File: src/rtl/abr_detect.sv
module abr_detect #(
  parameter int CNT_W       = 16,
  parameter int MIN_DIV     = 16,
  parameter int SYNC_STAGES = 2
) (
  input  logic             clk,
  input  logic             rst_n,
  input  logic             rx,
  input  logic [1:0]       mode,
  input  logic             arm,
  output logic [CNT_W-1:0] divisor,
  output logic             done,
  output logic             err
);

  localparam logic [CNT_W-1:0] CNT_MAX = '1;
  localparam logic [CNT_W-1:0] MIN_V   = CNT_W'(MIN_DIV);
  localparam int               XW      = CNT_W + 4;

  typedef enum logic [1:0] {S_IDLE, S_ARMED, S_MEAS} st_t;

  st_t                    state;
  logic [SYNC_STAGES-1:0] sync_q;
  logic                   rx_q;
  logic [1:0]             mode_q;
  logic [CNT_W-1:0]       cnt;
  logic [3:0]             idx;

  wire       rx_s   = sync_q[SYNC_STAGES-1];
  wire       edge_s = rx_s ^ rx_q;
  wire       fall_s = rx_q & ~rx_s;
  wire [3:0] idx_n  = idx + 4'd1;

  logic [XW-1:0] expv, cntx, dev, tol;
  assign expv = {{CNT_W{1'b0}}, idx_n} * {4'b0, divisor};
  assign cntx = {4'b0, cnt};
  assign dev  = (cntx >= expv) ? cntx - expv : expv - cntx;
  assign tol  = {6'b0, divisor[CNT_W-1:2]};

  logic             upd, fin, miss;
  logic [CNT_W-1:0] val;

  always_comb begin
    upd  = 1'b0;
    fin  = 1'b0;
    miss = 1'b0;
    val  = cnt;
    if (state == S_MEAS && edge_s) begin
      case (mode_q)
        2'd0: begin
          upd = 1'b1;
          fin = 1'b1;
        end
        2'd1: if (fall_s) begin
          upd = 1'b1;
          fin = 1'b1;
          val = cnt >> 1;
        end
        2'd2: begin
          upd = 1'b1;
          if (idx_n != 4'd1) begin
            fin = 1'b1;
            val = cnt >> 3;
          end
        end
        default: case (idx_n)
          4'd1: upd = 1'b1;
          4'd2: begin
            upd = 1'b1;
            val = cnt >> 1;
          end
          4'd8: begin
            upd = 1'b1;
            fin = 1'b1;
            val = cnt >> 3;
          end
          default: miss = (dev > tol);
        endcase
      endcase
    end
  end

  wire too_low = upd && (val < MIN_V);
  wire ovf     = (state == S_MEAS) && !edge_s && (cnt == CNT_MAX);
  wire fault   = too_low | miss | ovf;

  always_ff @(posedge clk or negedge rst_n) begin
    if (!rst_n) begin
      sync_q <= '1;
      rx_q   <= 1'b1;
    end else begin
      sync_q <= {sync_q[SYNC_STAGES-2:0], rx};
      rx_q   <= rx_s;
    end
  end

  always_ff @(posedge clk or negedge rst_n) begin
    if (!rst_n) begin
      state   <= S_IDLE;
      mode_q  <= 2'd0;
      cnt     <= '0;
      idx     <= '0;
      divisor <= '0;
      done    <= 1'b0;
      err     <= 1'b0;
    end else begin
      done <= 1'b0;
      if (arm) begin
        state  <= S_ARMED;
        mode_q <= mode;
        err    <= 1'b0;
      end else begin
        case (state)
          S_ARMED: if (fall_s) begin
            state <= S_MEAS;
            cnt   <= {{(CNT_W-1){1'b0}}, 1'b1};
            idx   <= '0;
          end
          S_MEAS: begin
            cnt <= cnt + 1'b1;
            if (edge_s) idx <= idx_n;
            if (fault) begin
              err   <= 1'b1;
              state <= S_IDLE;
            end else begin
              if (upd) divisor <= val;
              if (fin) begin
                done  <= 1'b1;
                state <= S_IDLE;
              end
            end
          end
          default: ;
        endcase
      end
    end
  end

endmodule


File: config.mk
export PLATFORM = sky130hd
export DESIGN_NAME = abr_detect
export DESIGN_NICKNAME = d
export VERILOG_FILES = /design/src/rtl/abr_detect.sv
export SDC_FILE = /design/constraint.sdc
export NUM_CORES = 1
export LEC_CHECK = 0
export BUFFER_PORTS_ARGS = -buffer_cell sky130_fd_sc_hd__buf_2
export CORE_ASPECT_RATIO = 0.6
export CORE_MARGIN = 1.5
export CORE_UTILIZATION = 44
export CTS_BUF_LIST = sky130_fd_sc_hd__clkbuf_16
export DETAILED_ROUTE_END_ITERATION = 16
export SYNTH_ARGS = -nofsm -noshare
export SYNTH_HDL_FRONTEND = slang
export SYNTH_SLANG_ARGS = --single-unit
File: constraint.sdc
create_clock -name clk -period 9.9 [get_ports clk]
set_input_delay 1.485 -clock clk [delete_from_list [all_inputs] [get_ports clk]]
set_output_delay 1.485 -clock clk [all_outputs]
set_load 0.05 [all_outputs]
# Word level (Yosys, flattened, before mapping)
# Index checks and enable logic that the tools add are counted.
totals:
  input_bits: 6
  output_inout_bits: 18
  reg_bits: 45
classes:
  bitwise: 7
  reduce_logical: 18
  magnitude_cmp: 3
  mul: 1
  add_sub_neg: 4
  eq_ne: 13
  n_mux: 34
op_table:
  columns: ["op", "count"]
  rows:
  - ["$mux W16", 4]
  - ["$pmux W16 S2", 2]
  - ["$pmux W16 S3", 1]
  - ["$ge A16 B20 Y1", 1]
  - ["$gt A20 B14 Y1", 1]
  - ["$mul A4 B16 Y20", 1]
  - ["$mux W20", 1]
  - ["$sub A16 B20 Y20", 1]
  - ["$sub A20 B16 Y20", 1]
  - ["$add A16 B1 Y16 const B", 1]
  - ["$eq A16 B16 Y1 const B", 1]
  - ["$lt A16 B5 Y1 const B", 1]
  - ["$mux W1", 16]
  - ["$mux W2", 4]
  - ["$mux W4", 2]
  - ["$pmux W4 S2", 1]
  - ["$reduce_and A4 Y1", 2]
  - ["$reduce_and A3 Y1", 2]
  - ["$reduce_bool A2 Y1", 3]
  - ["$reduce_or A3 Y1", 2]
  - ["$add A4 B1 Y4 const B", 1]
  - ["$eq A2 B1 Y1 const B", 2]
  - ["$eq A2 B2 Y1 const B", 2]
  - ["$eq A4 B1 Y1 const B", 1]
  - ["other kinds (19)", 26]

# Logic depth before layout (Yosys ltp)
# Gate-level depths: netlist (run 1).
depth:
  word_depth: 13
  ltp_mapped: 41
  depth_no_buf: 36

# Worst setup path after synthesis (run 1)
# No wires, ideal clock.
synth_path:
  path_type: "register to register"
  startpoint: "register idx[0]"
  endpoint: "register state[1]"
  synth_period_minus_slack_ns: 8.164
  path_slack_ns: 1.736
  arrival_time_ns: 8.053
  required_time_ns: 9.790
  path_stages_with_launch: 40
  cell_sequence: "dfrtp_1 -> inv_2 -> clkbuf_1 -> ha_1 -> clkbuf_1 -> nand2_1 -> fa_1 -> inv_1 -> fa_1 -> fa_1 -> a21o_1 -> a221o_1 -> nand2_1 -> nand2_1 -> a21oi_1 -> xnor2_1 -> ha_1 -> clkbuf_1 -> (+4 left out) -> a2111oi_0 -> a21boi_1 -> nor4bb_1 -> buf_2 -> buf_4 -> a211oi_1 -> a21oi_1 -> xor2_1 -> ha_1 -> a21o_1 -> a211oi_1 -> nor2b_1 -> o221ai_1 -> nand2b_1 -> a211oi_1 -> and3_1 -> o21ai_1 -> o41ai_1"
synth_between:
  elab_chain_len: 13
synth_rtl:
  columns: ["element", "line_no", "source"]
  rows:
  - ["from (decl)", "27", "logic [3:0] idx;"]
  - ["from (signal assigned)", "121", "if (edge_s) idx <= idx_n;"]
  - ["$add A4 B1 Y4 (*)", "32", "wire [3:0] idx_n = idx + 4'd1;"]
  - ["$mul A4 B16 Y20", "35", "assign expv = {{CNT_W{1'b0}}, idx_n} * {4'b0, divisor};"]
  - ["$sub A20 B16 Y20 (tied with other cells)", "37", "assign dev = (cntx >= expv) ? cntx - expv : expv - cntx;"]
  - ["$mux W20", "37", null]
  - ["$gt A20 B14 Y1", "77", "default: miss = (dev > tol);"]
  - ["$mux W1", "66", "default: case (idx_n)"]
  - ["$mux W1", "49", "case (mode_q)"]
  - ["$mux W1", "48", "if (state == S_MEAS && edge_s) begin"]
  - ["$or A1 B1 Y1 (2 in series)", "85", "wire fault = too_low | miss | ovf;"]
  - ["$mux W2", "122", "if (fault) begin"]
  - ["$pmux W2 S2", "113", "case (state)"]
  - ["$mux W2", "108", "if (arm) begin"]
  - ["to (signal assigned)", "109", "state <= S_ARMED;"]
  - ["to (signal assigned)", "115", "state <= S_MEAS;"]
  - ["to (signal assigned)", "124", "state <= S_IDLE;"]
  - ["to (decl)", "22", "st_t state;"]
# Mark *: on every way between the ends. The rest lies on a longest branch, timed or not.
# A chain may end at the register's enable or synchronous reset.

# Worst setup path after layout (run 1)
# Same ends and word-level chain as after synthesis.

==> qor.txt, run 1 <==
Setup repair after global routing missed its margin = false
Die extent in x = 167 microns
Via count = 6,455
Max Used Layer = met4
Setup Skew = 0.00513 ns
First-pass GRT wire length = 34.4 mm
Transition time at the pin with the least slew margin = 1.11 ns
Most Frequent Cell on Critical Path = sky130_fd_sc_hd__ha_1
Summed area of non-filler cells in the final layout = 7380 sq um
Antenna violations before repair = 0
Highest fanout seen on the critical path = 27
Number of CTS-inserted buffers = 5
Worst setup EP type = flop
Clock period minus worst slack = 9.03 ns
Placement row count = 35
Category of the critical setup timing path = flop to flop
Startpoint of the most critical setup path = idx[0]
Vias per inst = 5.85
Slowest-stage cell, CP = sky130_fd_sc_hd__a2111oi_0
Total congestion overflow = 0
Number of global-route vias before repair = 6,108
Antenna Diode Count = 0
RR Startpoint = idx[0]
Maximum clock frequency = 111 MHz
Area of the mapped netlist = 7090 sq um
Violations in the final reports = DRC
Cell chosen for the clock root = sky130_fd_sc_hd__clkbuf_16
Min-Delay Startpoint = sync_q[0]
Post-detailed-placement half-perimeter wirelength = 16.8 mm
Layout overhead on the synthesized area = 4.13%
Number of slew-limit violations in the final report = 0
Number of search-and-repair iterations in the first detailed-routing pass = 12
Largest area contributor in the netlist = sky130_fd_sc_hd__dfrtp_1
Top post-synthesis cells by count = sky130_fd_sc_hd__inv_1, sky130_fd_sc_hd__a21oi_1, sky130_fd_sc_hd__ha_1
Largest cells by area after synthesis = sky130_fd_sc_hd__dfrtp_1, sky130_fd_sc_hd__ha_1, sky130_fd_sc_hd__fa_1
Clk_lat worst skew = 0.29 ns
Quantity of I/O buffers inserted on ports = 23
Wirelength, routed = 20.9 mm
Total number of yosys warnings = 0
Max Cap Violations = 0
Clock slew at reported path FFs = 0.07 ns
GPL Wtd Cong = 0.987
Placement Setup Slack = 0.993 ns
Pin count of the biggest net entering global routing = 46
Post-synth top flop = sky130_fd_sc_hd__dfrtp_1
Ratio of final minimum period to clock period = 0.912
Sum of negative setup slack = 0 ns
Synthesized instance count = 921
Mean routed wirelength per cell = 19.0 microns
Detailed Route Iter0 Violations = 738
Average size of a mapped cell = 7.69 sq um
Run status = finished, violations left
Die Span Y = 101 microns
Seq/Total Area, Yosys = 0.159
Boundary Pins = 24
Crit path setup slack, layout = 0.867 ns
CTS sink count = 45
Proportion of layout cells with a drive suffix above 1 = 0.0656
Buffers inserted during post-CTS setup optimization = 0
NumNets Final = 1,011
Final-report setup violation count = 0
Die area = 16,900 sq um
Kind of start point of the critical path = flop
Number of H-tree levels = 2
Residual antenna-violating net count after detailed routing = 0
Post-synthesis net count = 1,033
DRC violation count after routing = 3
Worst EP required = 10.08 ns
Routed length on met2 = 7.23 mm
Number of buffer and inverter instances along the worst setup path = 4
Post-CTS Hold Fix Bufs = 0
Post-synthesis sequential element count = 45
Rel. slew slack = 0.261
Initial Util = 0.456
TritonCTS clock tree = built
Routed length on met3 = 2.53 mm
Post-CTS resize count = 0
Aggregate global-route resource usage = 0.259
Final Hold Fails = 0
CP max stage delay = 0.75 ns
Class of the most critical hold timing path = flop to flop
CP delay by family, top = compound AO/OA/AOI/OAI gates
Placed standard-cell area = 7240 sq um
Worst EP arrival = 9.22 ns
Number of flops mapped to enable cells by yosys = 0
Placeable core region = 15,500 sq um
Met1 Routed Length = 11.1 mm
Cell with the most instances after synthesis = sky130_fd_sc_hd__inv_1
Share of async-settable or async-resettable flops after synthesis = 1.00
Count of distinct cell types in the synthesized netlist = 74
Max Root-Sink Buffers = 2
Top-area cell type share of the netlist area = 0.148
## layout make-up
type	instances	area [sq um]
tap	203	254
inverter	116	435
fill	1549	8170
clock buffer	5	125
sequential	45	1130
clock inverter	3	12.5
multi-input combinational	702	5260
timing repair buffer	29	160
## routing by layer
layer,track usage,up-vias
met3,0.0934,7
met1,0.412,3053
li1,-,3129
met2,0.330,266
met4,0.0238,0
met5,0,-
## worst reg2reg max path: cells and delay by family, from the launching register on
family / cells / cell delay [ns]
AO/OA/AOI/OAI: 16 / 3.60
XOR/XNOR: 2 / 0.59
adder cells (fa/ha/maj): 6 / 2.72
buffers and inverters: 4 / 0.56
flip-flops: 1 / 0.53
AND/OR/NAND/NOR: 6 / 0.94
## sequential cells by signal (all words and copies together) (netlist names)
register / cells
idx: 4
divisor: 16
cnt: 16
mode_q: 2
state: 2
done: 1
err: 1
sync_q: 2
rx_q: 1
## final timing paths
| path | endpoint | slack (ns) | cells after the start |
|---|---|---|---|
| worst max-delay path | state[1] | 0.87 | 34 |
| worst max register to register | state[1] | 0.87 | 34 |
| max in group asynchronous | divisor[10] | 8.20 | 2 |
| worst min-delay path | sync_q[1] | 0.36 | 0 |
| worst min register to register | sync_q[1] | 0.36 | 0 |
| min in group asynchronous | cnt[6] | 1.27 | 2 |
## per-stage QoR
step                utilization  hold WS (ns)  instances
global route              0.475         0.363       1103
CTS                       0.475         0.360       1103
global placement          0.466         0.346       1095
floorplan                     -         0.345        921
finish                    0.475         0.358       1103
detailed placement        0.466         0.347       1095
## cells by family after synthesis
logic type / synth area share
flip-flops: 0.159
AO/OA/AOI/OAI: 0.233
multiplexers: 0.0395
adder cells (fa/ha/maj): 0.219
XOR/XNOR: 0.0544
AND/OR/NAND/NOR: 0.195
buffers and inverters: 0.100
## placed cells by master, fill, tap and decap left out, types with 16 or more instances in the layout
cell type                 count
sky130_fd_sc_hd__xor2_1      17
sky130_fd_sc_hd__ha_1        76
sky130_fd_sc_hd__dfrtp_1     42
sky130_fd_sc_hd__xnor2_1     27
sky130_fd_sc_hd__nand2_1     71
sky130_fd_sc_hd__buf_2       23
sky130_fd_sc_hd__mux2i_1     19
sky130_fd_sc_hd__a21oi_1     85
sky130_fd_sc_hd__o21ai_0     31
sky130_fd_sc_hd__nand4_1     16
sky130_fd_sc_hd__a21o_1      30
sky130_fd_sc_hd__fa_1        30
sky130_fd_sc_hd__and2_1      35
sky130_fd_sc_hd__nor2_1      71
sky130_fd_sc_hd__inv_1      115
Power of run 1 is left out: the tool's default activity adds up to more than one toggle a clock period on the data nets, which glitch-free logic cannot reach.
==> inputs of run 2 (changes only) <==
--- a/config.mk
+++ b/config.mk
@@ -9,7 +9,7 @@
 export CORE_ASPECT_RATIO = 0.6
 export CORE_MARGIN = 1.5
 export CORE_UTILIZATION = 44
-export CTS_BUF_LIST = sky130_fd_sc_hd__clkbuf_16
+export CTS_BUF_LIST = sky130_fd_sc_hd__clkbuf_8
 export DETAILED_ROUTE_END_ITERATION = 16
 export SYNTH_ARGS = -nofsm -noshare
 export SYNTH_HDL_FRONTEND = slang
==> run 2 against run 1 <==
Against the previous run:
- the flow still finishes with violations (DRC)
- routed wire length about the same
- sequential share of layout area up 0.076 points
- non-clock buffer count unchanged
- global-route usage down 0.095 points
- cell count unchanged
- maximum frequency down 1.1%
- first-iteration DRC count down 2.7%
- via count down 0.43%
- clock-buffer cell count up 2
- critical path type unchanged
- critical endpoint unchanged
- highest routed layer unchanged
==> qor.txt, run 2 (same netlist as run 1, synthesis figures left out) <==
Total congestion overflow = 0
First-pass GRT wire length = 34.3 mm
Min-Delay Startpoint = sync_q[0]
Clk_lat worst skew = 0.31 ns
Antenna Diode Count = 0
Post-CTS Hold Fix Bufs = 0
Slowest-stage cell, CP = sky130_fd_sc_hd__a2111oi_0
Fraction of the core area covered by cells at the end of the flow = 0.472
DRC violation count after routing = 3
Clock slew at reported path FFs = 0.10 ns
Run status = finished, violations left
Class of the most critical hold timing path = flop to flop
Summed area of non-filler cells in the final layout = 7340 sq um
Antenna violations before repair = 0
Number of H-tree levels = 2
Setup repair after global routing missed its margin = false
Rel. slew slack = 0.277
RR Startpoint = idx[0]
Buffers inserted during post-CTS setup optimization = 0
Number of slew-limit violations in the final report = 0
Initial Util = 0.456
Die extent in x = 167 microns
Ratio of final minimum period to clock period = 0.922
Boundary Pins = 24
Proportion of layout cells with a drive suffix above 1 = 0.0678
Vias per inst = 5.83
Number of global-route vias before repair = 6,099
Cell chosen for the clock root = sky130_fd_sc_hd__clkbuf_8
Residual antenna-violating net count after detailed routing = 0
Maximum clock frequency = 109 MHz
Kind of start point of the critical path = flop
Via count = 6,427
Final Hold Fails = 0
Worst EP arrival = 9.33 ns
Highest fanout seen on the critical path = 27
Number of CTS-inserted buffers = 5
Die area = 16,900 sq um
Max Root-Sink Buffers = 2
Most common cell after layout, fill and taps aside = sky130_fd_sc_hd__inv_1
CP max stage delay = 0.80 ns
Sum of negative setup slack = 0 ns
Worst-case hold slack = 0.368 ns
Post-detailed-placement half-perimeter wirelength = 16.8 mm
Layout overhead on the synthesized area = 3.62%
NumNets Final = 1,011
Placement row count = 35
TritonCTS clock tree = built
GPL Wtd Cong = 0.987
Detailed Route Iter0 Violations = 718
Die Span Y = 101 microns
Placeable core region = 15,500 sq um
CTS sink count = 45
Startpoint of the most critical setup path = idx[0]
Violations in the final reports = DRC
Wirelength, routed = 20.9 mm
Final-report setup violation count = 0
Largest registers = cnt: 16 flops, divisor: 16 flops, idx: 4 flops
Worst setup EP type = flop
Pin count of the biggest net entering global routing = 46
Clock period minus worst slack = 9.13 ns
Quantity of I/O buffers inserted on ports = 23
Most Frequent Cell on Critical Path = sky130_fd_sc_hd__ha_1
Mean routed wirelength per cell = 19.0 microns
Transition time at the pin with the least slew margin = 1.08 ns
Aggregate global-route resource usage = 0.258
Worst EP required = 10.09 ns
Max Cap Violations = 0
Number of search-and-repair iterations in the first detailed-routing pass = 11
Placed standard-cell area = 7240 sq um
Highest-count cells in the layout ignoring fill and taps = sky130_fd_sc_hd__inv_1, sky130_fd_sc_hd__a21oi_1, sky130_fd_sc_hd__ha_1
Setup Skew = 0.0116 ns
Post-CTS resize count = 0
Category of the critical setup timing path = flop to flop
## run 2: changes by cell type in the layout (fill, tap and decap cells not counted)
cell	change
sky130_fd_sc_hd__clkinv_1	-2
sky130_fd_sc_hd__clkbuf_16	-5
sky130_fd_sc_hd__clkbuf_8	+7
## run 2: stage by stage
stage               instances  setup slack, ns
finish                   1103            0.768
global route             1103            0.166
CTS                      1103            0.931
detailed placement       1095            0.993
global placement         1095             1.31
floorplan                 921             1.74
## run 2: cell type report
| type | count | area, sq um |
|---|---|---|
| Clock buffer | 7 | 96.3 |
| Inverter | 116 | 435 |
| Sequential cell | 45 | 1130 |
| Clock inverter | 1 | 5.00 |
| Fill cell | 1555 | 8200 |
| Tap cell | 203 | 254 |
| Timing Repair Buffer | 29 | 160 |
| Multi-Input combinational cell | 702 | 5260 |
## run 2: routing by layer
metal / track usage / up-vias / share of wire
met4: 0.0196 / 0 / 0.0047
met2: 0.329 / 253 / 0.34
met5: 0 / - / 0
met1: 0.413 / 3040 / 0.53
li1: - / 3126 / -
met3: 0.0903 / 8 / 0.12
## run 2: worst paths after layout
path,end,slack (ns),depth (start not counted)
setup / recovery,state[1],0.77,34
hold / removal,sync_q[1],0.37,0
setup reg to reg,state[1],0.77,34
hold reg to reg,sync_q[1],0.37,0
max in group asynchronous,divisor[15],8.22,2
min in group asynchronous,cnt[6],1.25,2
## run 2: worst max-delay path, delay by kind of cell (launching register included)
family          cells  cell delay, ns
compound gates     16            3.65
xor+xnor            2            0.60
fa+ha+maj           6            2.72
buf+inv             4            0.56
flops               1            0.55
simple gates        6            0.95
Power of run 2 is left out for the same reason.
==> inputs of run 3 (changes only) <==
--- a/config.mk
+++ b/config.mk
@@ -8,9 +8,10 @@
 export BUFFER_PORTS_ARGS = -buffer_cell sky130_fd_sc_hd__buf_2
 export CORE_ASPECT_RATIO = 0.6
 export CORE_MARGIN = 1.5
-export CORE_UTILIZATION = 44
+export CORE_UTILIZATION = 55
 export CTS_BUF_LIST = sky130_fd_sc_hd__clkbuf_8
 export DETAILED_ROUTE_END_ITERATION = 16
+export PLACE_DENSITY = 0.72
 export SYNTH_ARGS = -nofsm -noshare
 export SYNTH_HDL_FRONTEND = slang
 export SYNTH_SLANG_ARGS = --single-unit
==> run 3 against run 2 <==
Against the previous run:
- the run now ends clean
- utilization is 12 points higher
- clock-buffer cell count is 2 lower
- non-clock buffer count is 1 lower
- die area is 20% lower
- maximum frequency is 0.39% lower
- design area is 1.0% lower
- highest routed layer unchanged
- hold slack worse by 0.0085 ns
==> qor.txt, run 3 (same netlist as run 1, synthesis figures left out) <==
Most common cell after layout, fill and taps aside = sky130_fd_sc_hd__inv_1
Run status = finished, final reports clean
Aggregate global-route resource usage = 0.316
Class of the most critical hold timing path = flop to flop
Number of CTS-inserted buffers = 5
Via count = 6,659
Residual antenna-violating net count after detailed routing = 0
Antenna violations before repair = 0
CTS sink count = 45
First-pass GRT wire length = 33.4 mm
Fraction of the core area covered by cells at the end of the flow = 0.591
Boundary Pins = 24
Post-CTS Hold Fix Bufs = 0
Min-Delay Startpoint = sync_q[0]
Clock slew at reported path FFs = 0.09 ns
Number of fill cells in the layout = 1,142
Mean routed wirelength per cell = 19.4 microns
Worst EP required = 10.11 ns
Clock period minus worst slack = 9.17 ns
Detailed Route Iter0 Violations = 913
Initial Util = 0.576
Final-report setup violation count = 0
DRC violation count after routing = 0
Setup repair after global routing missed its margin = false
Number of global-route vias before repair = 6,037
Ratio of final minimum period to clock period = 0.926
Max Cap Violations = 0
Slowest-stage cell, CP = sky130_fd_sc_hd__nor4bb_4
Category of the critical setup timing path = flop to flop
Number of search-and-repair iterations in the first detailed-routing pass = 7
Startpoint of the most critical setup path = idx[0]
Footprint of the flip-flops and latches = 1130 sq um
Largest registers = cnt: 16 flops, divisor: 16 flops, idx: 4 flops
Area used by multi-input combinational logic = 5260 sq um
Worst setup EP type = flop
Total congestion overflow = 0
Antenna Diode Count = 0
Die area = 13,600 sq um
Transition time at the pin with the least slew margin = 1.21 ns
Sum of negative setup slack = 0 ns
Setup slack, reg-to-reg = 0.73 ns
Number of slew-limit violations in the final report = 0
Final Hold Fails = 0
Post-detailed-placement half-perimeter wirelength = 16.5 mm
NumNets Final = 1,010
Wirelength, routed = 20.7 mm
Setup Skew = 0.00811 ns
Die extent in x = 150 microns
Proportion of layout cells with a drive suffix above 1 = 0.0656
Die Span Y = 90.9 microns
Pin count of the biggest net entering global routing = 46
Rel. slew slack = 0.188
Clk_lat worst skew = 0.31 ns
Quantity of I/O buffers inserted on ports = 23
Kind of start point of the critical path = flop
TritonCTS clock tree = built
CP max stage delay = 0.93 ns
Maximum clock frequency = 109 MHz
Number of H-tree levels = 2
Layout overhead on the synthesized area = 2.58%
Worst EP arrival = 9.38 ns
Cell chosen for the clock root = sky130_fd_sc_hd__clkbuf_8
RR Startpoint = idx[0]
Placement row count = 31
Placeable core region = 12,300 sq um
Max Root-Sink Buffers = 2
GPL Wtd Cong = 0.969
Highest-count cells in the layout ignoring fill and taps = sky130_fd_sc_hd__inv_1, sky130_fd_sc_hd__a21oi_1, sky130_fd_sc_hd__ha_1
Highest fanout seen on the critical path = 21
Vias per inst = 6.26
==> run 3: changes by cell type in the layout (fill, tap and decap cells not counted) <==
cell / before / now
sky130_fd_sc_hd__inv_1: 115 / 116
sky130_fd_sc_hd__clkbuf_8: 7 / 5
sky130_fd_sc_hd__clkinv_2: 1 / 2
sky130_fd_sc_hd__buf_4: 6 / 5
==> run 3: worst max-delay path: cells and delay by family (launching register included) <==
family / cells / cell delay, ns
DFF: 1 / 0.54
AOI/OAI and AO/OA: 10 / 2.02
muxes: 1 / 0.45
buffers and inverters: 3 / 0.35
xor gates and xnor gates: 2 / 0.29
adders and majority gates: 6 / 2.91
and+or+nand+nor: 10 / 2.50
==> run 3: area by class of cell <==
type,instances,area share
clock buffers,5,0.00947
repair buffers,28,0.0210
flip-flops and latches,45,0.155
well taps,165,0.0284
multi-input cells,702,0.724
clock inverters,3,0.00189
inverters,116,0.0599
==> run 3: metrics by stage <==
step	cell area, sq um	std cells	hold WS [ns]	setup WS, ns
2_1_floorplan	7090	921	0.345	1.74
3_3_place_gp	7190	1056	0.348	1.05
5_1_grt	7270	1064	0.366	0.0287
3_5_place_dp	7190	1056	0.347	0.875
4_1_cts	7270	1064	0.353	0.831
6_report	7270	1064	0.360	0.731
==> run 3: per-layer routing <==
metal | vias up | GRT usage | share of wire
met5 | - | 0 | 0
li1 | 3125 | - | -
met4 | 0 | 0.0297 | 0.0061
met1 | 3139 | 0.513 | 0.49
met2 | 375 | 0.396 | 0.36
met3 | 20 | 0.110 | 0.14
==> run 3: path summary, 6_finish.rpt <==
| kind | end | cells past startpoint |
|---|---|---|
| setup / recovery | state[1] | 32 |
| hold / removal | sync_q[1] | 0 |
| setup reg to reg | state[1] | 32 |
| hold reg to reg | sync_q[1] | 0 |
| max in group asynchronous | done | 2 |
| min in group asynchronous | cnt[7] | 2 |
==> run 3: repair_timing <==
| action | in CTS | in global routing |
|---|---|---|
| endpoints found under the setup margin | 0 | 1 |
| gates resized for setup | 0 | 0 |
| setup buffers | 0 | 0 |
Power of run 3 is left out for the same reason.
